==> src/rtl/rsv_pkg.sv <==
// Package: shared constants and the shortcut translation for the resolver.
// Assumes the primary word layout: direct, two summaries, then shortcuts.
package rsv_pkg;

    localparam int SC1_N = 5;   // bank 1 shortcut count
    localparam int SC2_N = 6;   // bank 2 shortcut count

    // Map a shortcut field position to its real bit number in its bank.
    function automatic logic [4:0] sc_to_bit(input logic is_b2, input logic [2:0] pos);
        logic [4:0] r;
        r = 5'd0;
        if (!is_b2) begin
            case (pos)
                3'd0: r = 5'd7;
                3'd1: r = 5'd9;
                3'd2: r = 5'd10;
                3'd3: r = 5'd18;
                3'd4: r = 5'd19;
                default: r = 5'd0;
            endcase
        end else begin
            case (pos)
                3'd0: r = 5'd21;
                3'd1: r = 5'd22;
                3'd2: r = 5'd23;
                3'd3: r = 5'd24;
                3'd4: r = 5'd25;
                3'd5: r = 5'd30;
                default: r = 5'd0;
            endcase
        end
        return r;
    endfunction

endpackage

==> src/rtl/rsv_first_set.sv <==
// Lowest-set-bit finder over a W-bit vector.
// Assumes W >= 2; idx is zero when no bit is set.
module rsv_first_set #(
    parameter int W  = 8,
    parameter int IW = (W > 1) ? $clog2(W) : 1
) (
    input  logic [W-1:0]  vec_i,
    output logic          hit_o,
    output logic [IW-1:0] idx_o
);
    // Scan from the top down so that the lowest set bit is written last.
    always_comb begin
        hit_o = 1'b0;
        idx_o = '0;
        for (int i = W - 1; i >= 0; i--) begin
            if (vec_i[i]) begin
                hit_o = 1'b1;
                idx_o = i[IW-1:0];
            end
        end
    end
endmodule

==> src/rtl/rsv_shortcut_map.sv <==
// Finds the lowest set shortcut flag of one bank and translates it to that
// bank's real bit number. Assumes N matches the bank's table length (<= 8).
module rsv_shortcut_map import rsv_pkg::*; #(
    parameter int N     = 5,
    parameter bit BANK2 = 1'b0
) (
    input  logic [N-1:0] field_i,
    output logic         hit_o,
    output logic [4:0]   bit_o
);
    localparam int PW = (N > 1) ? $clog2(N) : 1;

    logic [PW-1:0] pos;

    rsv_first_set #(.W(N), .IW(PW)) u_find (
        .vec_i (field_i),
        .hit_o (hit_o),
        .idx_o (pos)
    );

    // Translate the winning field position through the bank table.
    always_comb bit_o = sc_to_bit(BANK2, 3'(pos));
endmodule

==> src/rtl/pend_resolver.sv <==
// Top: picks the next interrupt source from the primary status word and the
// two secondary pending words. Rank: direct, bank 1 shortcut, bank 2 shortcut,
// bank 1 summary, bank 2 summary. Assumes inputs are synchronous to clk.
module pend_resolver import rsv_pkg::*; #(
    parameter int WORD_W   = 32,
    parameter int DIRECT_N = 8,
    parameter bit OUT_REG  = 1'b1
) (
    input  logic                      clk,
    input  logic                      rst_n,
    input  logic [WORD_W-1:0]         bank0_stat_i,
    input  logic [WORD_W-1:0]         bank1_pend_i,
    input  logic [WORD_W-1:0]         bank2_pend_i,
    output logic [$clog2(WORD_W)+1:0] next_code_o,
    output logic                      next_valid_o,
    output logic                      next_err_o
);
    localparam int IDX_W    = $clog2(WORD_W);
    localparam int CODE_W   = IDX_W + 2;
    localparam int DIR_IW   = $clog2(DIRECT_N);
    localparam int SUM1_POS = DIRECT_N;
    localparam int SUM2_POS = DIRECT_N + 1;
    localparam int SC1_LO   = DIRECT_N + 2;
    localparam int SC2_LO   = SC1_LO + SC1_N;
    localparam int TOP_POS  = SC2_LO + SC2_N - 1;

    logic              d_hit, s1_hit, s2_hit, p1_hit, p2_hit;
    logic [DIR_IW-1:0] d_idx;
    logic [4:0]        s1_bit, s2_bit;
    logic [IDX_W-1:0]  p1_idx, p2_idx;
    logic              res_valid, res_err;
    logic [1:0]        res_bank;
    logic [IDX_W-1:0]  res_bit;
    logic [CODE_W-1:0] res_code;

    wire unused_high = ^bank0_stat_i[WORD_W-1:TOP_POS+1];

    rsv_first_set #(.W(DIRECT_N), .IW(DIR_IW)) u_direct (
        .vec_i (bank0_stat_i[DIRECT_N-1:0]),
        .hit_o (d_hit),
        .idx_o (d_idx)
    );

    rsv_shortcut_map #(.N(SC1_N), .BANK2(1'b0)) u_sc1 (
        .field_i (bank0_stat_i[SC1_LO+SC1_N-1:SC1_LO]),
        .hit_o   (s1_hit),
        .bit_o   (s1_bit)
    );

    rsv_shortcut_map #(.N(SC2_N), .BANK2(1'b1)) u_sc2 (
        .field_i (bank0_stat_i[SC2_LO+SC2_N-1:SC2_LO]),
        .hit_o   (s2_hit),
        .bit_o   (s2_bit)
    );

    rsv_first_set #(.W(WORD_W), .IW(IDX_W)) u_pend1 (
        .vec_i (bank1_pend_i),
        .hit_o (p1_hit),
        .idx_o (p1_idx)
    );

    rsv_first_set #(.W(WORD_W), .IW(IDX_W)) u_pend2 (
        .vec_i (bank2_pend_i),
        .hit_o (p2_hit),
        .idx_o (p2_idx)
    );

    // Apply the cross-group rank; a summary over an empty word is an error.
    always_comb begin
        res_valid = 1'b0;
        res_err   = 1'b0;
        res_bank  = 2'd0;
        res_bit   = '0;
        if (d_hit) begin
            res_valid = 1'b1;
            res_bank  = 2'd0;
            res_bit   = IDX_W'(d_idx);
        end else if (s1_hit) begin
            res_valid = 1'b1;
            res_bank  = 2'd1;
            res_bit   = IDX_W'(s1_bit);
        end else if (s2_hit) begin
            res_valid = 1'b1;
            res_bank  = 2'd2;
            res_bit   = IDX_W'(s2_bit);
        end else if (bank0_stat_i[SUM1_POS]) begin
            res_valid = p1_hit;
            res_err   = !p1_hit;
            res_bank  = 2'd1;
            res_bit   = p1_idx;
        end else if (bank0_stat_i[SUM2_POS]) begin
            res_valid = p2_hit;
            res_err   = !p2_hit;
            res_bank  = 2'd2;
            res_bit   = p2_idx;
        end
    end

    // Force the code to zero whenever no source is chosen.
    always_comb res_code = res_valid ? {res_bank, res_bit} : '0;

    generate
        if (OUT_REG) begin : g_reg
            logic chk_live;

            // Register the result; code, valid and error move together.
            always_ff @(posedge clk) begin
                if (!rst_n) begin
                    next_code_o  <= '0;
                    next_valid_o <= 1'b0;
                    next_err_o   <= 1'b0;
                end else begin
                    next_code_o  <= res_code;
                    next_valid_o <= res_valid;
                    next_err_o   <= res_err;
                end
            end

            // Marks cycles whose previous edge was already out of reset.
            always_ff @(posedge clk) begin
                if (!rst_n) chk_live <= 1'b0;
                else        chk_live <= 1'b1;
            end

            assert_one_cycle_R9: assert property (@(posedge clk) disable iff (!rst_n)
                chk_live |-> (next_valid_o == $past(res_valid)) &&
                             (next_err_o == $past(res_err)) &&
                             (next_code_o == $past(res_code)));
        end else begin : g_comb
            // Pass the result straight through.
            always_comb begin
                next_code_o  = res_code;
                next_valid_o = res_valid;
                next_err_o   = res_err;
            end
        end
    endgenerate

    assert_never_both_R8: assert property (@(posedge clk) disable iff (!rst_n)
        !(next_valid_o && next_err_o));

    assert_idle_code_zero_R7: assert property (@(posedge clk) disable iff (!rst_n)
        !next_valid_o |-> (next_code_o == '0));

    assert_high_ignored_R1: assert property (@(posedge clk) disable iff (!rst_n)
        (bank0_stat_i[TOP_POS:0] == '0) |-> (!res_valid && !res_err));

    assert_direct_wins_R2: assert property (@(posedge clk) disable iff (!rst_n)
        (|bank0_stat_i[DIRECT_N-1:0]) |->
            (res_valid && res_bank == 2'd0 && bank0_stat_i[res_bit]));

    assert_summary_bit_R6: assert property (@(posedge clk) disable iff (!rst_n)
        (res_valid && !d_hit && !s1_hit && !s2_hit && res_bank == 2'd1) |->
            bank1_pend_i[res_bit]);

    assert_empty_summary_R8: assert property (@(posedge clk) disable iff (!rst_n)
        (bank0_stat_i[SUM1_POS] && !d_hit && !s1_hit && !s2_hit &&
         bank1_pend_i == '0) |-> res_err);
endmodule

==> config.mk <==
export PLATFORM = sky130hd
export DESIGN_NAME = pend_resolver
export DESIGN_NICKNAME = d
export VERILOG_FILES = /design/src/rtl/rsv_pkg.sv /design/src/rtl/rsv_first_set.sv /design/src/rtl/rsv_shortcut_map.sv /design/src/rtl/pend_resolver.sv
export SDC_FILE = /design/constraint.sdc
export NUM_CORES = 1
export LEC_CHECK = 0
export ABC_AREA = 1
export BUFFER_PORTS_ARGS = -buffer_cell sky130_fd_sc_hd__buf_4
export CORE_MARGIN = 10
export CORE_UTILIZATION = 35
export DETAILED_ROUTE_END_ITERATION = 7
export PLACE_DENSITY = 0.72
export SLEW_MARGIN = 15
export SYNTH_ARGS = -nofsm -noshare
export SYNTH_HDL_FRONTEND = slang
export SYNTH_SLANG_ARGS = --single-unit
==> constraint.sdc <==
create_clock -name clk -period 2 [get_ports clk]
set_input_delay 0.2 -clock clk [delete_from_list [all_inputs] [get_ports clk]]
set_output_delay 0.2 -clock clk [all_outputs]
set_load 0.01 [all_outputs]
; ---- Word level (Yosys, flattened, before mapping)
; Index checks and enable logic that the tools add are counted.
[word_totals]
reg_bits = 9
word_cells = 208
[classes]
n_eq_ne = 9
mux = 184
bitwise_logic = 2
n_reduce_logical = 8
[ops]
columns = op, n
row1 = $mux 5, 68
row2 = $mux 1, 91
row3 = $mux 3, 20
row4 = $pmux 5 s6, 1
row5 = $pmux 5 s5, 1
row6 = $eq 3x2->1 const B, 4
row7 = $eq 3x3->1 const B, 3
row8 = $reduce_or 4->1, 2
row9 = $eq 3x1->1 const B, 2
row10 = $logic_not 3->1, 2
row11 = $mux 2, 3
row12 = $reduce_or 3->1, 1
row13 = $logic_not 1->1, 2
row14 = $not 1->1, 2
row15 = $reduce_and 2->1, 1

; ---- Depth between registers and ports, before layout
[depth]
word_depth = 39
mapped_depth = 35
ltp_nobuf = 35

; ---- Modules after synthesis
; From an unflattened synthesis, not the netlist that was laid out.
[unflattened]
hier_cells = 373
area_unflattened_um2 = 1761.7
[by_module_without_submodules]
columns = mod, n_inst, cells_per_inst, area_per_inst_um2
row1 = rsv_first_set at u_pend1 ..., 2, 107, 442.9
row2 = pend_resolver, 1, 85, 543.0
row3 = rsv_first_set at u_direct, 1, 22, 98.8
row4 = rsv_first_set at u_sc2.u_find, 1, 15, 72.6
row5 = rsv_shortcut_map at u_sc1, 1, 14, 56.3
row6 = rsv_first_set at u_sc1.u_find, 1, 11, 53.8
row7 = rsv_shortcut_map at u_sc2, 1, 12, 51.3

; ---- Worst setup path after synthesis
; OpenSTA, ideal clock, no wires.
[synth_path]
kind = input-to-reg
from = input port bank2_pend_i[31]
to = register next_code_o[6]
setup_time_ns = 0.133
t_arrival_ns = 1.666
required_time_ns = 1.867
setup_slack_ns = 0.201
path_stages = 9
n_path_buf = 0
path_cell_list = or2_1 nor3_1 nand2_1 nor4_1 inv_1 o21ai_1 a21oi_1 o211ai_1 a211oi_1
[synth_between]
elab_chain_len = 39
[synth_rtl]
columns = item, line_no
row1 = start: declaration, pend_resolver.sv:13  ; input logic [WORD_W-1:0] bank2_pend_i,
row2 = $mux 1 (32 in a row), rsv_first_set.sv:16  ; if (vec_i[i]) begin
row3 = $mux 1, pend_resolver.sv:91  ; end else if (bank0_stat_i[SUM2_POS]) begin
row4 = $mux 1, pend_resolver.sv:86  ; end else if (bank0_stat_i[SUM1_POS]) begin
row5 = $mux 1, pend_resolver.sv:82  ; end else if (s2_hit) begin
row6 = $mux 1, pend_resolver.sv:78  ; end else if (s1_hit) begin
row7 = $mux 1, pend_resolver.sv:74  ; if (d_hit) begin
row8 = $not 1->1 (no source line), --
row9 = $reduce_or 4->1 (no source line), --
row10 = end signal: assignment, pend_resolver.sv:113  ; next_code_o <= res_code;
row11 = end: declaration, pend_resolver.sv:14  ; output logic [$clog2(WORD_W)+1:0] next_code_o,
; Every way passes these cells.
; A chain may end at the register's enable or synchronous reset.

; ---- Worst setup path after layout
[layout_path]
from = input port bank1_pend_i[31]
to = register next_code_o[0]
[layout_between]
elab_chain_len = 37
word_cells_on_any_way = 73
[layout_rtl]
columns = item, line_no
row1 = start: declaration, pend_resolver.sv:12  ; input logic [WORD_W-1:0] bank1_pend_i,
row2 = $mux 1 (32 in a row), rsv_first_set.sv:16
row3 = $mux 1, pend_resolver.sv:86
row4 = $mux 1, pend_resolver.sv:82
row5 = $mux 1, pend_resolver.sv:78
row6 = $mux 1, pend_resolver.sv:74
row7 = $reduce_and 2->1 (no source line), --
; Several ways; a longest one is shown, not always the timed one.

==> impl_summary.md <==
Logic synthesis
The share of synthesized area in the top cell type comes to 0.232. Among all flip-flop cells after synthesis, the most frequent one is sky130_fd_sc_hd__dfxtp_1. The share of the Yosys chip area taken by registers is 0.123.

The commonest cells after synthesis are sky130_fd_sc_hd__nand2_1, sky130_fd_sc_hd__inv_1, sky130_fd_sc_hd__nor2_1. In this run, distinct cell masters in the synthesized netlist total 25. The share of flip-flops with an asynchronous set or reset is 0. The number of nets in the synthesized netlist is 398. After synthesis, the cell types taking the most area are sky130_fd_sc_hd__nand2_1, sky130_fd_sc_hd__inv_1, sky130_fd_sc_hd__dfxtp_1.

The post-synthesis register bit count is 9. The post-synthesis cell count is 300. The post-synthesis average cell area is 4.90 sq um. The cell with the most instances after synthesis is sky130_fd_sc_hd__nand2_1. During synthesis, Yosys emitted a total of 0 warnings. The library cell occupying the most area in the post-synthesis netlist is sky130_fd_sc_hd__nand2_1. Counting flops with a built-in enable in the synthesized netlist gives 0. The mapped netlist covers 0.00147 sq mm.

Final layout
The layout overhead on the synthesized area is 66.4%. The post-route standard cell area excluding fillers is 0.00245 sq mm. The number of antenna cells inserted is 0. In the final layout, the share of cells above drive strength 1 is 0.316. The number of nets at the end of the flow is 514.

Floorplan
The number of placement rows is 23. The die is 84.8 microns tall. 107 I/O pins were placed. In this run the horizontal extent of the chip is 84.8 microns. The core outline area is 0.00403 sq mm. The initial core utilization is 0.365. The floorplan step defined a die boundary enclosing 0.00719 sq mm.

Min path
The worst hold path belongs to the class in2reg.

CTS
Counting the buffers created by CTS gives 3. TritonCTS built the clock tree. The deepest clock path buffer count is 2.

The depth of the CTS H-tree is 1. The CTS root buffer is sky130_fd_sc_hd__clkbuf_8. The clock drives 9 sinks.

After clock tree synthesis, the clock-pin slew on the worst setup and hold paths is 0.04 ns.

Worst setup path
The worst setup path is of the in2reg kind. For this run, the slowest stage of the critical path takes 0.12 ns. The worst setup path is captured at a flop. For this design, the slowest cell found on the critical path is sky130_fd_sc_hd__buf_4.

STA classifies the critical path startpoint as an input port. Data on the critical path is required at its endpoint by 2.10 ns. Along the worst path, the maximum fanout reaches 2. STA puts the critical path data arrival time at 1.94 ns. Among the stages of the critical path, the cell type that occurs most often is sky130_fd_sc_hd__nand2_1.

GRT
The first global-routing pass estimated 8730 microns of wire. The initial antenna violation count is 0. Across every metal layer, demand over resource in global routing totals 0.136. The number of global-route vias before repair came to 2,182. The maximum number of pins on one net before global-route repair is 8. Global routing finished with a remaining overflow of 0.

Power and ir drop
Across the VDD grid, the largest voltage drop is 0.140 mV. The analysis attributes to cell leakage a power of 1.39 nW. For this design the ratio of total power to cell area is 294 mW/mm^2.

Placed design
The weighted congestion at the end of routability-driven global placement is 0.824. Summing all placed instances gives a cell area of 0.00237 sq mm. In this run the tool buffered the top-level ports with 95 buffer cells. The detailed placement HPWL is 4700 microns.

Timing
The number of pins with negative max-slew slack in the final report is 0. The slew at the pin with the worst max-slew slack is 0.497 ns. Measured against its own limit, the worst slew margin works out to 0.660. Derived from the worst setup path, the maximum achievable clock frequency is 543 MHz. The number of failing setup endpoints in the final timing report is 0. On the final layout, the worst hold slack is 0.259 ns. Setup repair after global routing could not meet its margin everywhere. The final hold violation count is 0. The sum of negative setup slack is 0 ns. The time the worst path needs with I/O delays and setup is 1.84 ns.

Of the available clock period, the critical path in the final layout requires 0.920.

Route
The total wire length after detailed routing is 5160 microns. The first-pass iteration count of the detailed router is 4. After detailed routing, the number of vias per cell comes to 4.61. For this run, design rule violations remaining after detail routing come to 0. For this block, the via count after detailed routing is 2,144. The final antenna-violating net count is 0.

Dividing the detail-routed wire length by the instance count gives 11.1 microns. The detailed router finished its first iteration with 57 violations.

Status
The flow ran to the end, and the final reports show no timing, DRC or antenna violations.

Job
Max-cap violations in this run came to 0.
==> placed cells by master (no fill, tap or decap) <==
cell type and n:
sky130_fd_sc_hd__clkbuf_8 3, sky130_fd_sc_hd__nor4_2 3, sky130_fd_sc_hd__a311oi_1 1, sky130_fd_sc_hd__dfxtp_1 9
sky130_fd_sc_hd__a21oi_2 2, sky130_fd_sc_hd__a31oi_1 2, sky130_fd_sc_hd__buf_4 110, sky130_fd_sc_hd__buf_6 1
sky130_fd_sc_hd__o41ai_1 1, sky130_fd_sc_hd__nand4_1 2, sky130_fd_sc_hd__or2_1 1, sky130_fd_sc_hd__inv_2 7
sky130_fd_sc_hd__nand2_1 88, sky130_fd_sc_hd__a211oi_1 3, sky130_fd_sc_hd__o21ai_0 8, sky130_fd_sc_hd__nor2_1 34
sky130_fd_sc_hd__o21bai_1 2, sky130_fd_sc_hd__bufinv_8 1, sky130_fd_sc_hd__nand3_1 18, sky130_fd_sc_hd__o21ai_1 3
sky130_fd_sc_hd__nor3_1 4, sky130_fd_sc_hd__o311ai_0 2, sky130_fd_sc_hd__a21boi_1 1, sky130_fd_sc_hd__o211ai_1 2
sky130_fd_sc_hd__nor3_2 1, sky130_fd_sc_hd__a2111oi_0 1, sky130_fd_sc_hd__a21oi_1 17, sky130_fd_sc_hd__inv_1 71
sky130_fd_sc_hd__nand2_2 3, sky130_fd_sc_hd__o31ai_1 2, sky130_fd_sc_hd__clkbuf_1 1, sky130_fd_sc_hd__nor4_1 11
==> worst max-delay path: cells and delay by family <==
kind | cells | cell delay, ns
AOI/OAI and AO/OA | 1 | 0.05
buffers and inverters | 1 | 0.12
and+or+nand+nor | 33 | 1.58
==> state kept, by name (all words and copies together) (netlist names) <==
| signal | cells |
|---|---|
| next_valid_o | 1 |
| next_err_o | 1 |
| next_code_o | 7 |
==> cell families after synthesis <==
logic type      after synthesis  share of synthesized area
compound gates               47                      0.197
simple gates                165                      0.470
flops                         9                      0.123
buf+inv                      79                      0.211
==> path summary, 6_finish.rpt <==
check                         from             end  slack (ns)  depth (start not counted)
setup / recovery  bank1_pend_i[31]  next_code_o[0]        0.16                         35
hold / removal               rst_n      next_err_o        0.26                          3
==> report_power, final <==
part / leakage [nW] / internal (mW) / switching (mW) / total (mW)
Sequential: 0.0732 / 0.184 / 0.00110 / 0.185
Combinational: 1.30 / 0.182 / 0.149 / 0.331
Clock: 0.0228 / 0.138 / 0.0642 / 0.202
Total: 1.39 / 0.504 / 0.214 / 0.718
==> metal layers <==
metal / global-route usage / vias up / share of wire
met5: 0 / - / 0
met4: 0.0254 / 0 / 0.0066
met3: 0.0315 / 4 / 0.062
met2: 0.248 / 56 / 0.49
met1: 0.158 / 910 / 0.44
li1: - / 1174 / -
==> through the flow <==
| step | power (mW) | cells | setup WS [ns] | utilization |
|---|---|---|---|---|
| after floorplan | 0.318 | 300 | 0.201 | - |
| after CTS | 0.719 | 465 | 0.0827 | 0.598 |
| after detailed placement | 0.514 | 461 | -0.156 | 0.587 |
| after global placement | 0.509 | 461 | -0.142 | 0.587 |
| after global routing | 0.781 | 465 | -0.231 | 0.607 |
| final | 0.718 | 465 | 0.159 | 0.607 |
==> repair_timing <==
| item | 4_1_cts | 5_1_grt |
|---|---|---|
| buffers inserted | 0 | 0 |
| hold buffers | 0 | 0 |
| gates resized for setup | 0 | 9 |
| setup endpoints to repair | 0 | 8 |
==> cell type report <==
type / instances / area (sq um)
fillers: 436 / 1580
multi-input cells: 212 / 1010
repair buffers: 111 / 837
inverters: 79 / 310
flip-flops and latches: 9 / 180
well taps: 50 / 62.6
clock buffers: 4 / 45.0
Power figures use the tool's default switching activity.
